==> src/rtl/dram_dec_pkg.sv <==
package dram_dec_pkg;
  typedef enum logic [1:0] {
    CYC_ROW  = 2'd0,
    CYC_CBR  = 2'd1,
    CYC_WCBR = 2'd2
  } cyc_e;
endpackage

==> src/rtl/dram_cells.sv <==
module dram_cells #(
  parameter int ROWS = 8,
  parameter int COLS = 8,
  parameter int DW   = 4,
  localparam int RW  = $clog2(ROWS),
  localparam int CW  = $clog2(COLS)
) (
  input  logic          clk_i,
  input  logic          rst_ni,
  input  logic          wr_en_i,
  input  logic          wr_bcast_i,
  input  logic [RW-1:0] wr_row_i,
  input  logic [CW-1:0] wr_col_i,
  input  logic [DW-1:0] wr_data_i,
  input  logic [RW-1:0] rd_row_i,
  input  logic [CW-1:0] rd_col_i,
  output logic [DW-1:0] rd_norm_o,
  output logic [DW-1:0] rd_cmp_o
);
  localparam int DEPTH = 2 ** (RW + CW);

  logic [DW-1:0] mem [DEPTH];
  logic [DW-1:0] grp [4];

  // broadcast writes land in every cell of the 4-column group
  always_ff @(posedge clk_i or negedge rst_ni) begin
    if (!rst_ni) begin
      mem <= '{default: '0};
    end else if (wr_en_i) begin
      for (int g = 0; g < 4; g++) begin
        if (wr_bcast_i || wr_col_i[1:0] == 2'(g))
          mem[{wr_row_i, wr_col_i[CW-1:2], 2'(g)}] <= wr_data_i;
      end
    end
  end

  for (genvar g = 0; g < 4; g++) begin : g_grp
    assign grp[g] = mem[{rd_row_i, rd_col_i[CW-1:2], 2'(g)}];
  end

  assign rd_norm_o = mem[{rd_row_i, rd_col_i}];
  // per-bit agreement of the four cells
  assign rd_cmp_o  = ~((grp[0] ^ grp[1]) | (grp[0] ^ grp[2]) | (grp[0] ^ grp[3]));
endmodule

==> src/rtl/dram_ctrl.sv <==
module dram_ctrl
  import dram_dec_pkg::*;
#(
  parameter int ROWS = 8,
  parameter int COLS = 8,
  parameter int DW   = 4,
  localparam int RW  = $clog2(ROWS),
  localparam int CW  = $clog2(COLS),
  localparam int AW  = (RW > CW) ? RW : CW
) (
  input  logic          clk_i,
  input  logic          rst_ni,
  input  logic          ras_ni,
  input  logic          cas_ni,
  input  logic          we_ni,
  input  logic [AW-1:0] addr_i,
  input  logic [DW-1:0] data_i,
  input  logic [DW-1:0] rd_norm_i,
  input  logic [DW-1:0] rd_cmp_i,
  output logic          wr_en_o,
  output logic          wr_bcast_o,
  output logic [RW-1:0] wr_row_o,
  output logic [CW-1:0] wr_col_o,
  output logic [DW-1:0] wr_data_o,
  output logic [RW-1:0] rd_row_o,
  output logic [CW-1:0] rd_col_o,
  output logic [DW-1:0] rd_data_o,
  output logic          drive_o,
  output logic          test_mode_o,
  output logic [RW-1:0] rfsh_row_o
);
  logic ras_q, cas_q, we_q;
  logic ras_fall, ras_rise, cas_fall, cas_rise, we_fall;
  logic row_act_q, col_act_q, early_q, cas_seen_q, test_q;
  cyc_e kind_q;
  logic [RW-1:0] row_q, ctr_q, ctr_nxt;
  logic [CW-1:0] col_q;
  logic [DW-1:0] rd_q;
  logic is_row_cyc, col_start, early_wr, late_wr;

  assign ras_fall = ras_q & ~ras_ni;
  assign ras_rise = ~ras_q & ras_ni;
  assign cas_fall = cas_q & ~cas_ni;
  assign cas_rise = ~cas_q & cas_ni;
  assign we_fall  = we_q & ~we_ni;

  assign is_row_cyc = row_act_q && (kind_q == CYC_ROW);
  assign col_start  = cas_fall && is_row_cyc;
  assign early_wr   = col_start && !we_ni;
  assign late_wr    = we_fall && col_act_q && !early_q && is_row_cyc && !cas_ni;
  assign ctr_nxt    = (ctr_q == RW'(ROWS - 1)) ? '0 : ctr_q + RW'(1);

  assign wr_en_o    = early_wr | late_wr;
  assign wr_bcast_o = test_q;
  assign wr_row_o   = row_q;
  assign wr_col_o   = early_wr ? addr_i[CW-1:0] : col_q;
  assign wr_data_o  = data_i;
  assign rd_row_o   = row_q;
  assign rd_col_o   = addr_i[CW-1:0];
  assign rd_data_o  = rd_q;
  assign drive_o    = col_act_q & ~early_q;
  assign test_mode_o = test_q;
  assign rfsh_row_o  = ctr_q;

  always_ff @(posedge clk_i or negedge rst_ni) begin
    if (!rst_ni) begin
      ras_q <= 1'b1; cas_q <= 1'b1; we_q <= 1'b1;
      row_act_q <= 1'b0; col_act_q <= 1'b0; early_q <= 1'b0;
      cas_seen_q <= 1'b0; test_q <= 1'b0; kind_q <= CYC_ROW;
      row_q <= '0; col_q <= '0; ctr_q <= '0; rd_q <= '0;
    end else begin
      ras_q <= ras_ni; cas_q <= cas_ni; we_q <= we_ni;
      if (ras_fall) begin
        row_act_q  <= 1'b1;
        cas_seen_q <= 1'b0;
        if (cas_ni) begin
          kind_q <= CYC_ROW;
          row_q  <= addr_i[RW-1:0];
        end else if (we_ni) begin
          kind_q <= CYC_CBR;
          test_q <= 1'b0;
          ctr_q  <= ctr_nxt;
        end else begin
          kind_q <= CYC_WCBR;
          test_q <= 1'b1;
          ctr_q  <= ctr_nxt;
        end
      end else if (ras_rise) begin
        row_act_q <= 1'b0;
        // row opening without any column cycle acts as a RAS-only refresh
        if (kind_q == CYC_ROW && !cas_seen_q) test_q <= 1'b0;
      end
      if (col_start) begin
        col_act_q  <= 1'b1;
        cas_seen_q <= 1'b1;
        col_q      <= addr_i[CW-1:0];
        early_q    <= !we_ni;
        rd_q       <= test_q ? rd_cmp_i : rd_norm_i;
      end else if (cas_rise) begin
        col_act_q <= 1'b0;
        early_q   <= 1'b0;
      end
    end
  end

  assert_cbr_clears_test_R3: assert property (@(posedge clk_i) disable iff (!rst_ni)
    (ras_fall && !cas_ni && we_ni) |=> !test_mode_o);
  assert_cbr_advance_R3: assert property (@(posedge clk_i) disable iff (!rst_ni)
    (ras_fall && !cas_ni && ctr_q != RW'(ROWS - 1)) |=> rfsh_row_o == $past(rfsh_row_o) + RW'(1));
  assert_ctr_wrap_R4: assert property (@(posedge clk_i) disable iff (!rst_ni)
    (ras_fall && !cas_ni && ctr_q == RW'(ROWS - 1)) |=> rfsh_row_o == '0);
  assert_wcbr_sets_R5: assert property (@(posedge clk_i) disable iff (!rst_ni)
    (ras_fall && !cas_ni && !we_ni) |=> test_mode_o);
  assert_early_hiz_R9: assert property (@(posedge clk_i) disable iff (!rst_ni)
    (col_start && !we_ni) |=> !drive_o);
  assert_row_keeps_ctr_R2: assert property (@(posedge clk_i) disable iff (!rst_ni)
    (ras_fall && cas_ni) |=> $stable(rfsh_row_o));
endmodule

==> src/rtl/dram_strobe_decoder.sv <==
module dram_strobe_decoder #(
  parameter int ROWS = 8,
  parameter int COLS = 8,
  parameter int DW   = 4,
  localparam int ROW_W  = $clog2(ROWS),
  localparam int COL_W  = $clog2(COLS),
  localparam int ADDR_W = (ROW_W > COL_W) ? ROW_W : COL_W
) (
  input  logic              clk_i,
  input  logic              rst_ni,
  input  logic              ras_ni,
  input  logic              cas_ni,
  input  logic              we_ni,
  input  logic              oe_ni,
  input  logic [ADDR_W-1:0] addr_i,
  input  logic [DW-1:0]     data_i,
  output logic [DW-1:0]     data_o,
  output logic              data_oe_o,
  output logic              test_mode_o,
  output logic [ROW_W-1:0]  rfsh_row_o
);
  logic             wr_en, wr_bcast, drive;
  logic [ROW_W-1:0] wr_row, rd_row;
  logic [COL_W-1:0] wr_col, rd_col;
  logic [DW-1:0]    wr_data, rd_norm, rd_cmp;

  dram_ctrl #(.ROWS(ROWS), .COLS(COLS), .DW(DW)) u_ctrl (
    .clk_i, .rst_ni, .ras_ni, .cas_ni, .we_ni, .addr_i, .data_i,
    .rd_norm_i(rd_norm), .rd_cmp_i(rd_cmp),
    .wr_en_o(wr_en), .wr_bcast_o(wr_bcast), .wr_row_o(wr_row), .wr_col_o(wr_col),
    .wr_data_o(wr_data), .rd_row_o(rd_row), .rd_col_o(rd_col),
    .rd_data_o(data_o), .drive_o(drive), .test_mode_o, .rfsh_row_o
  );

  dram_cells #(.ROWS(ROWS), .COLS(COLS), .DW(DW)) u_cells (
    .clk_i, .rst_ni,
    .wr_en_i(wr_en), .wr_bcast_i(wr_bcast), .wr_row_i(wr_row), .wr_col_i(wr_col),
    .wr_data_i(wr_data), .rd_row_i(rd_row), .rd_col_i(rd_col),
    .rd_norm_o(rd_norm), .rd_cmp_o(rd_cmp)
  );

  assign data_oe_o = drive & ~oe_ni;

  assert_cas_high_hiz_R11: assert property (@(posedge clk_i) disable iff (!rst_ni)
    (cas_ni && $past(cas_ni)) |-> !data_oe_o);
endmodule

==> config.mk <==
export PLATFORM = sky130hd
export DESIGN_NAME = dram_strobe_decoder
export DESIGN_NICKNAME = d
export VERILOG_FILES = /design/src/rtl/dram_dec_pkg.sv /design/src/rtl/dram_cells.sv /design/src/rtl/dram_ctrl.sv /design/src/rtl/dram_strobe_decoder.sv
export SDC_FILE = /design/constraint.sdc
export NUM_CORES = 1
export LEC_CHECK = 0
export BUFFER_PORTS_ARGS = -buffer_cell sky130_fd_sc_hd__buf_4
export CORE_MARGIN = 1
export CORE_UTILIZATION = 40
export DETAILED_ROUTE_END_ITERATION = 10
export PLACE_DENSITY = 0.58
export SLEW_MARGIN = 20
export SYNTH_ARGS = -nofsm -noshare
export SYNTH_HDL_FRONTEND = slang
export SYNTH_HIERARCHICAL = 1
export SYNTH_SLANG_ARGS = --single-unit
==> constraint.sdc <==
create_clock -name clk_i -period 2.8 [get_ports clk_i]
set_clock_uncertainty 0.05 [all_clocks]
set_input_delay 0.28 -clock clk_i [delete_from_list [all_inputs] [get_ports clk_i]]
set_output_delay 0.28 -clock clk_i [all_outputs]
set_load 0.01 [all_outputs]
# Word-level counts from Yosys, hierarchy flattened
# Cells that the tools add are included.
[op_classes] eq_ne=5 muxes=51 reduce_logical=29 addsub=1 order_cmp=13 bitwise=30
[ops] cell="$mux 256" n=7
[ops] cell="$bwmux 256" n=4
[ops] cell="$bmux 4 s6" n=5
[ops] cell="$demux 4 s6" n=4
[ops] cell="$ge 7x7->1 const B" n=9
[ops] cell="$not 6->7" n=9
[ops] cell="$mux 4" n=15
[ops] cell="$lt 7x1->1 const B" n=4
[ops] cell="$logic_and 1x1->1" n=12
[ops] cell="$mux 1" n=12
[ops] cell="$xor 4x4->4" n=3
[ops] cell="$or 4x4->4" n=2
[ops] cell="$reduce_bool 2->1" n=4
[ops] cell="$and 1x1->1" n=7
[ops] cell="$not 1->1" n=7
[ops] cell="$mux 3" n=2
[ops] cell="$eq 2x2->1 const B" n=2
[ops] cell="$logic_not 1->1" n=4
[ops] cell="$logic_not 2->1" n=2
[ops] cell="$logic_or 1x1->1" n=4
[ops] cell="$mux 2" n=2
[ops] cell="$not 4->4" n=1
[ops] cell="$reduce_and 2->1" n=2
[ops] cell="$add 3x1->3 const B" n=1
[ops] cell="5 further kinds" n=5
[word_totals] ff_bits=279 word_cells=206

# Longest topological paths before layout
[logic_depth] word_depth=21 mapped_depth=12

# Modules after synthesis
# Netlist, hierarchy kept.
[by_module_without_submodules] module="dram_cells" n_inst=1 seq_area_each_um2=6406.1 cells_per_inst=951 area_per_inst_um2=13847.0
[by_module_without_submodules] module="dram_ctrl" n_inst=1 seq_area_each_um2=579.3 cells_per_inst=85 area_per_inst_um2=1108.6
[by_module_without_submodules] module="dram_strobe_decoder" n_inst=1 seq_area_each_um2=0.0 cells_per_inst=1 area_per_inst_um2=13.8

# Least setup slack after synthesis
# Ideal clock, no wire load.
[synth_path] path_kind="input-to-reg" startpoint="input addr_i[0]" endpoint="register u_ctrl.rd_q[0], in the netlist u_ctrl/rd_data_o[0]" t_arrival_ns=2.378 n_path_buf=3 slack_ns=0.247 setup_ns=0.125 cell_stages=10 path_cell_list="buf_4 buf_2 buf_2 mux4_2 a21oi_1 a21oi_1 o2111ai_1 o41ai_1 mux2_2 mux2_2"
[synth_via] elab_chain_len=5
[synth_rtl] element="start: declaration" line_no="dram_strobe_decoder.sv:15" rtl="input logic [ADDR_W-1:0] addr_i,"
[synth_rtl] element="$not 6->7 (not written as such)" line_no="dram_cells.sv:41" rtl="assign rd_norm_o = mem[{rd_row_i, rd_col_i}];"
[synth_rtl] element="$bmux 4 s6" line_no="dram_cells.sv:41"
[synth_rtl] element="$mux 4 (not written as such) (2 in series)" line_no="dram_cells.sv:41"
[synth_rtl] element="named net rd_norm[0]" line_no="dram_strobe_decoder.sv:25" rtl="logic [DW-1:0] wr_data, rd_norm, rd_cmp;"
[synth_rtl] element="$mux 4" line_no="dram_ctrl.sv:98" rtl="rd_q <= test_q ? rd_cmp_i : rd_norm_i;"
[synth_rtl] element="end signal: assignment" line_no="dram_ctrl.sv:98"
[synth_rtl] element="end: declaration" line_no="dram_ctrl.sv:38" rtl="logic [DW-1:0] rd_q;"
# The timed path passes the listed nets, and every way through them passes these cells. The select of a mux whose other input is x is not followed.
# A chain may end at the register's enable or synchronous reset.

# Worst setup path after layout
[layout_path] startpoint="register u_ctrl.row_q[1], in the netlist u_ctrl/rd_row_o[1]" endpoint="register u_ctrl.rd_q[0], in the netlist u_ctrl/rd_data_o[0]"
[layout_via] elab_cells_between_ends=27
[layout_lines] element="start: declaration" line_no="dram_ctrl.sv:36" rtl="logic [RW-1:0] row_q, ctr_q, ctr_nxt;"
[layout_lines] element="start signal: assignment" line_no="dram_ctrl.sv:78" rtl="row_q <= addr_i[RW-1:0];"
[layout_lines] element="$not 6->7 (not written as such)" line_no="dram_cells.sv:41"
[layout_lines] element="$bmux 4 s6" line_no="dram_cells.sv:41"
[layout_lines] element="$mux 4 (not written as such) (2 in series)" line_no="dram_cells.sv:41"
[layout_lines] element="named net rd_norm[0]" line_no="dram_strobe_decoder.sv:25"
[layout_lines] element="$mux 4" line_no="dram_ctrl.sv:98"
# The timed path passes the listed nets, and every way through them passes these cells. The select of a mux whose other input is x is not followed.

==> metrics.md <==
| Metric | Value |
|---|---|
| Routability cong. | 0.885 |
| Crit path DAT | 3110 ps |
| DR vias/cell | 6.13 |
| Clock latency on the worst-skew pair | 580 ps |
| Share of cells above drive strength 1 | 0.402 |
| Worst hold stages | 2 |
| Worst path bufs/invs | 1 |
| Most frequent cells after synthesis | dfrtp_1, mux2_2, mux2_1 |
| Footprint of the multi-input gates | 0.00753 mm2 |
| Via count | 9654 |
| Register share of total power | 0.443 |
| Initial Util | 0.408 |
| R2R depth | 8 |
| Detailed placer's ending HPWL | 30600 um |
| Synth Instances | 1037 |
| Slew Limit Fails | 0 |
| Clk slew on worst S/H paths | 60 ps |
| PD cells | 596 mW/mm2 |
| Synth Warn # | 6 |
| Core area | 0.0367 mm2 |
| Static Leak | 8.04 nW |
| Fill cell count | 3166 |
| Switching Fraction | 0.277 |
| Ys async rst share | 1.00 |
| Critical Path Fanout Max | 18 |
| Hold Crit Class | input port to flip-flop |
| Synth Flop Type | dfrtp_1 |
| Yosys top cell area share | 0.461 |
| Initial antenna violation count | 0 |
| Area leader, netlist | dfrtp_1 |
| CTS tree | yes |
| Num CTS Buffers | 30 |
| Syn avg cell area | 14.4 um2 |
| Initial DRC count | 809 |
| Tmin final | 2700 ps |
| ANT cells | 0 |
| FF+latch area | 0.00699 mm2 |
| Slowest cell on the critical path | mux4_2 |
| Sequential area share after synthesis | 0.467 |
| Top post-synthesis cells by area | dfrtp_1, mux4_2, mux2_2 |
| Synth Cell Area | 0.0150 mm2 |
| Longest Clk Path Bufs | 3 |
| Cell Chain, Critical Path | buf_12 -> mux4_2 -> mux2i_1 -> a21oi_1 -> o2111ai_1 -> o41ai_1 -> mux2_2 -> mux2_2 |
| Critical path class | flip-flop to flip-flop |
| Final core utilization | 0.466 |
| Flops & latches, synth | 279 |
| DRC Markers | 0 |
| Hold Path Sink | u_ctrl/rd_row_o[2] |
| WL per Instance | 27.4 um |
| Clock sinks | 279 |
| Final ANT Viol Nets | 0 |
| I/O pin count | 22 |
| # nets final | 1102 |
| Fin. Hold Viols | 0 |
| Sw Pwr | 0.00282 W |
| Final worst-path cycle share | 0.966 |
| Largest net degree at the start of global routing | 73 |
| Die footprint | 0.0382 mm2 |
| CP peak stage delay | 520 ps |
| Hold_ws | 139 ps |
| Max Clock Freq | 370 MHz |
| Outcome | completed |
| I/O Buffers | 21 |
| WL final | 43200 um |
| Clk pwr share | 0.391 |
| WP data required | 3210 ps |
| Die width | 195 um |
| First-pass GRT wire length | 66200 um |
| Combinational power share | 0.166 |
| CTS H-tree depth | 1 |
| Area Growth Syn to Fin | 14.3% |
| Reg-to-reg endpoint | u_ctrl/rd_data_o[0] |
| Worst r2r src | u_ctrl/rd_row_o[1] |
| Maxcap violations | 0 |
| Max_slew headroom | 0.455 |
| Post-synth cell types | 48 |
| Hold wc startpoint | addr_i[2] |
| Post-synth EDFFs | 0 |
| Gr usage total | 0.233 |
| Crit-path most repeated cell | mux2_2 |
| Worst vdd ir | 0.459 mV |
| Row count | 70 |
| Top delay family on crit path | multiplexers |
| GRT overflow | 0 |
| Post-synth net total | 1053 |
| Die H | 195 um |
| Slew @ Worst Pin | 817 ps |
| RSZ-0062 raised after global routing | false |
| Vias in the first global route | 9963 |
| Final setup vio count | 0 |
| Crit start category | flip-flop |
| Most numerous cell in the Yosys netlist | dfrtp_1 |
| Crit end category | flip-flop |
| Root Buffer | clkbuf_16 |
| FF-to-FF setup slack | 100 ps |
| Drt first pass iters | 4 |
| Internal power | 0.00738 W |
through the flow:
step	instance area [um2]	TNS [ps]	instances	setup WS (ps)	power, W
3_3_place_gp	16100	-325	1516	-138	0.00622
5_1_grt	17100	0	1575	20.3	0.0106
4_1_cts	17100	0	1573	72.4	0.0103
3_5_place_dp	16100	-352	1516	-123	0.00624
6_report	17100	0	1575	96.0	0.0102
2_1_floorplan	15000	0	1037	247	0.00549
cells in the final DEF, fill, tap and decap left out, types with 5 or more instances in the layout:
cell | synthesis | final
or4_1 | 5 | 5
dfrtp_1 | 276 | 274
buf_12 | 0 | 14
buf_4 | 16 | 86
mux4_2 | 121 | 121
clkbuf_8 | 0 | 8
mux2_1 | 129 | 129
mux2_2 | 156 | 156
a21oi_1 | 11 | 11
a22oi_1 | 31 | 31
nand2b_1 | 8 | 8
nand2_1 | 96 | 96
nor2_1 | 14 | 13
nor3_1 | 8 | 8
o22ai_1 | 8 | 8
clkinvlp_4 | 0 | 5
clkbuf_16 | 0 | 31
nor2b_1 | 11 | 10
o21a_1 | 7 | 7
mux2i_1 | 8 | 8
state kept, by name, indices dropped and copies added (netlist names):
name	cells
u_ctrl/col_q	3
u_ctrl/rd_row_o	3
u_ctrl/kind_q	2
u_cells/mem	256
u_ctrl/cas_seen_q	1
u_ctrl/test_mode_o	1
u_ctrl/ras_q	1
u_ctrl/we_q	1
u_ctrl/col_act_q	1
u_ctrl/row_act_q	1
u_ctrl/early_q	1
u_ctrl/cas_q	1
u_ctrl/rfsh_row_o	3
u_ctrl/rd_data_o	4
kinds of logic after synthesis:
kind of cell	synth area share
muxes	0.407
DFF	0.467
and+or+nand+nor	0.0497
buffers and inverters	0.0308
AOI/OAI and AO/OA	0.0433
adders and majority gates	0.00251
layer usage:
| metal | part of all wire | vias up | wire length [um] | global-route usage |
|---|---|---|---|---|
| li1 | - | 4082 | - | - |
| met1 | 0.45 | 5115 | 19400 | 0.343 |
| met2 | 0.45 | 388 | 19400 | 0.350 |
| met3 | 0.076 | 69 | 3270 | 0.0437 |
| met4 | 0.025 | 0 | 1070 | 0.0647 |
| met5 | 0 | - | 0 | 0 |
power groups by stage:
stage	clock, W	sequential, W	combinational (W)
after floorplan	0	0.00447	0.00102
after global placement	0	0.00459	0.00163
after detailed placement	0	0.00459	0.00165
after CTS	0.00409	0.00452	0.00166
after global routing	0.00424	0.00454	0.00182
final	0.00399	0.00452	0.00169
layout make-up:
cell class                      instances  area share
Clock buffer                           41      0.0522
Clock inverter                         12     0.00614
Inverter                                4    0.000877
Multi-Input combinational cell        665       0.440
Sequential cell                       279       0.408
Tap cell                              468      0.0342
Timing Repair Buffer                  106      0.0580
timing repair:
action | CTS | global route
cloned | 0 | 0
setup buffers | 0 | 2
endpoints found under the hold margin | 72 | 0
hold buffers | 4 | 0
pin swaps | 0 | 0
endpoints found under the setup margin | 1 | 3
resized for setup | 1 | 3
worst max-delay path by stage:
| stage | cells past startpoint | end | slack (ps) | start |
|---|---|---|---|---|
| floorplan | 10 | u_ctrl/rd_data_o[0] | 250 | addr_i[0] |
| global placement | 8 | u_ctrl/rd_data_o[3] | -140 | addr_i[1] |
| detailed placement | 8 | u_ctrl/rd_data_o[3] | -120 | addr_i[1] |
| CTS | 8 | u_ctrl/rd_data_o[3] | 70 | u_ctrl/rd_row_o[1] |
| global route | 8 | u_cells/mem[138] | 20 | u_ctrl/kind_q[1] |
| finish | 8 | u_ctrl/rd_data_o[0] | 100 | u_ctrl/rd_row_o[1] |
(Power assumes the default switching activity.)
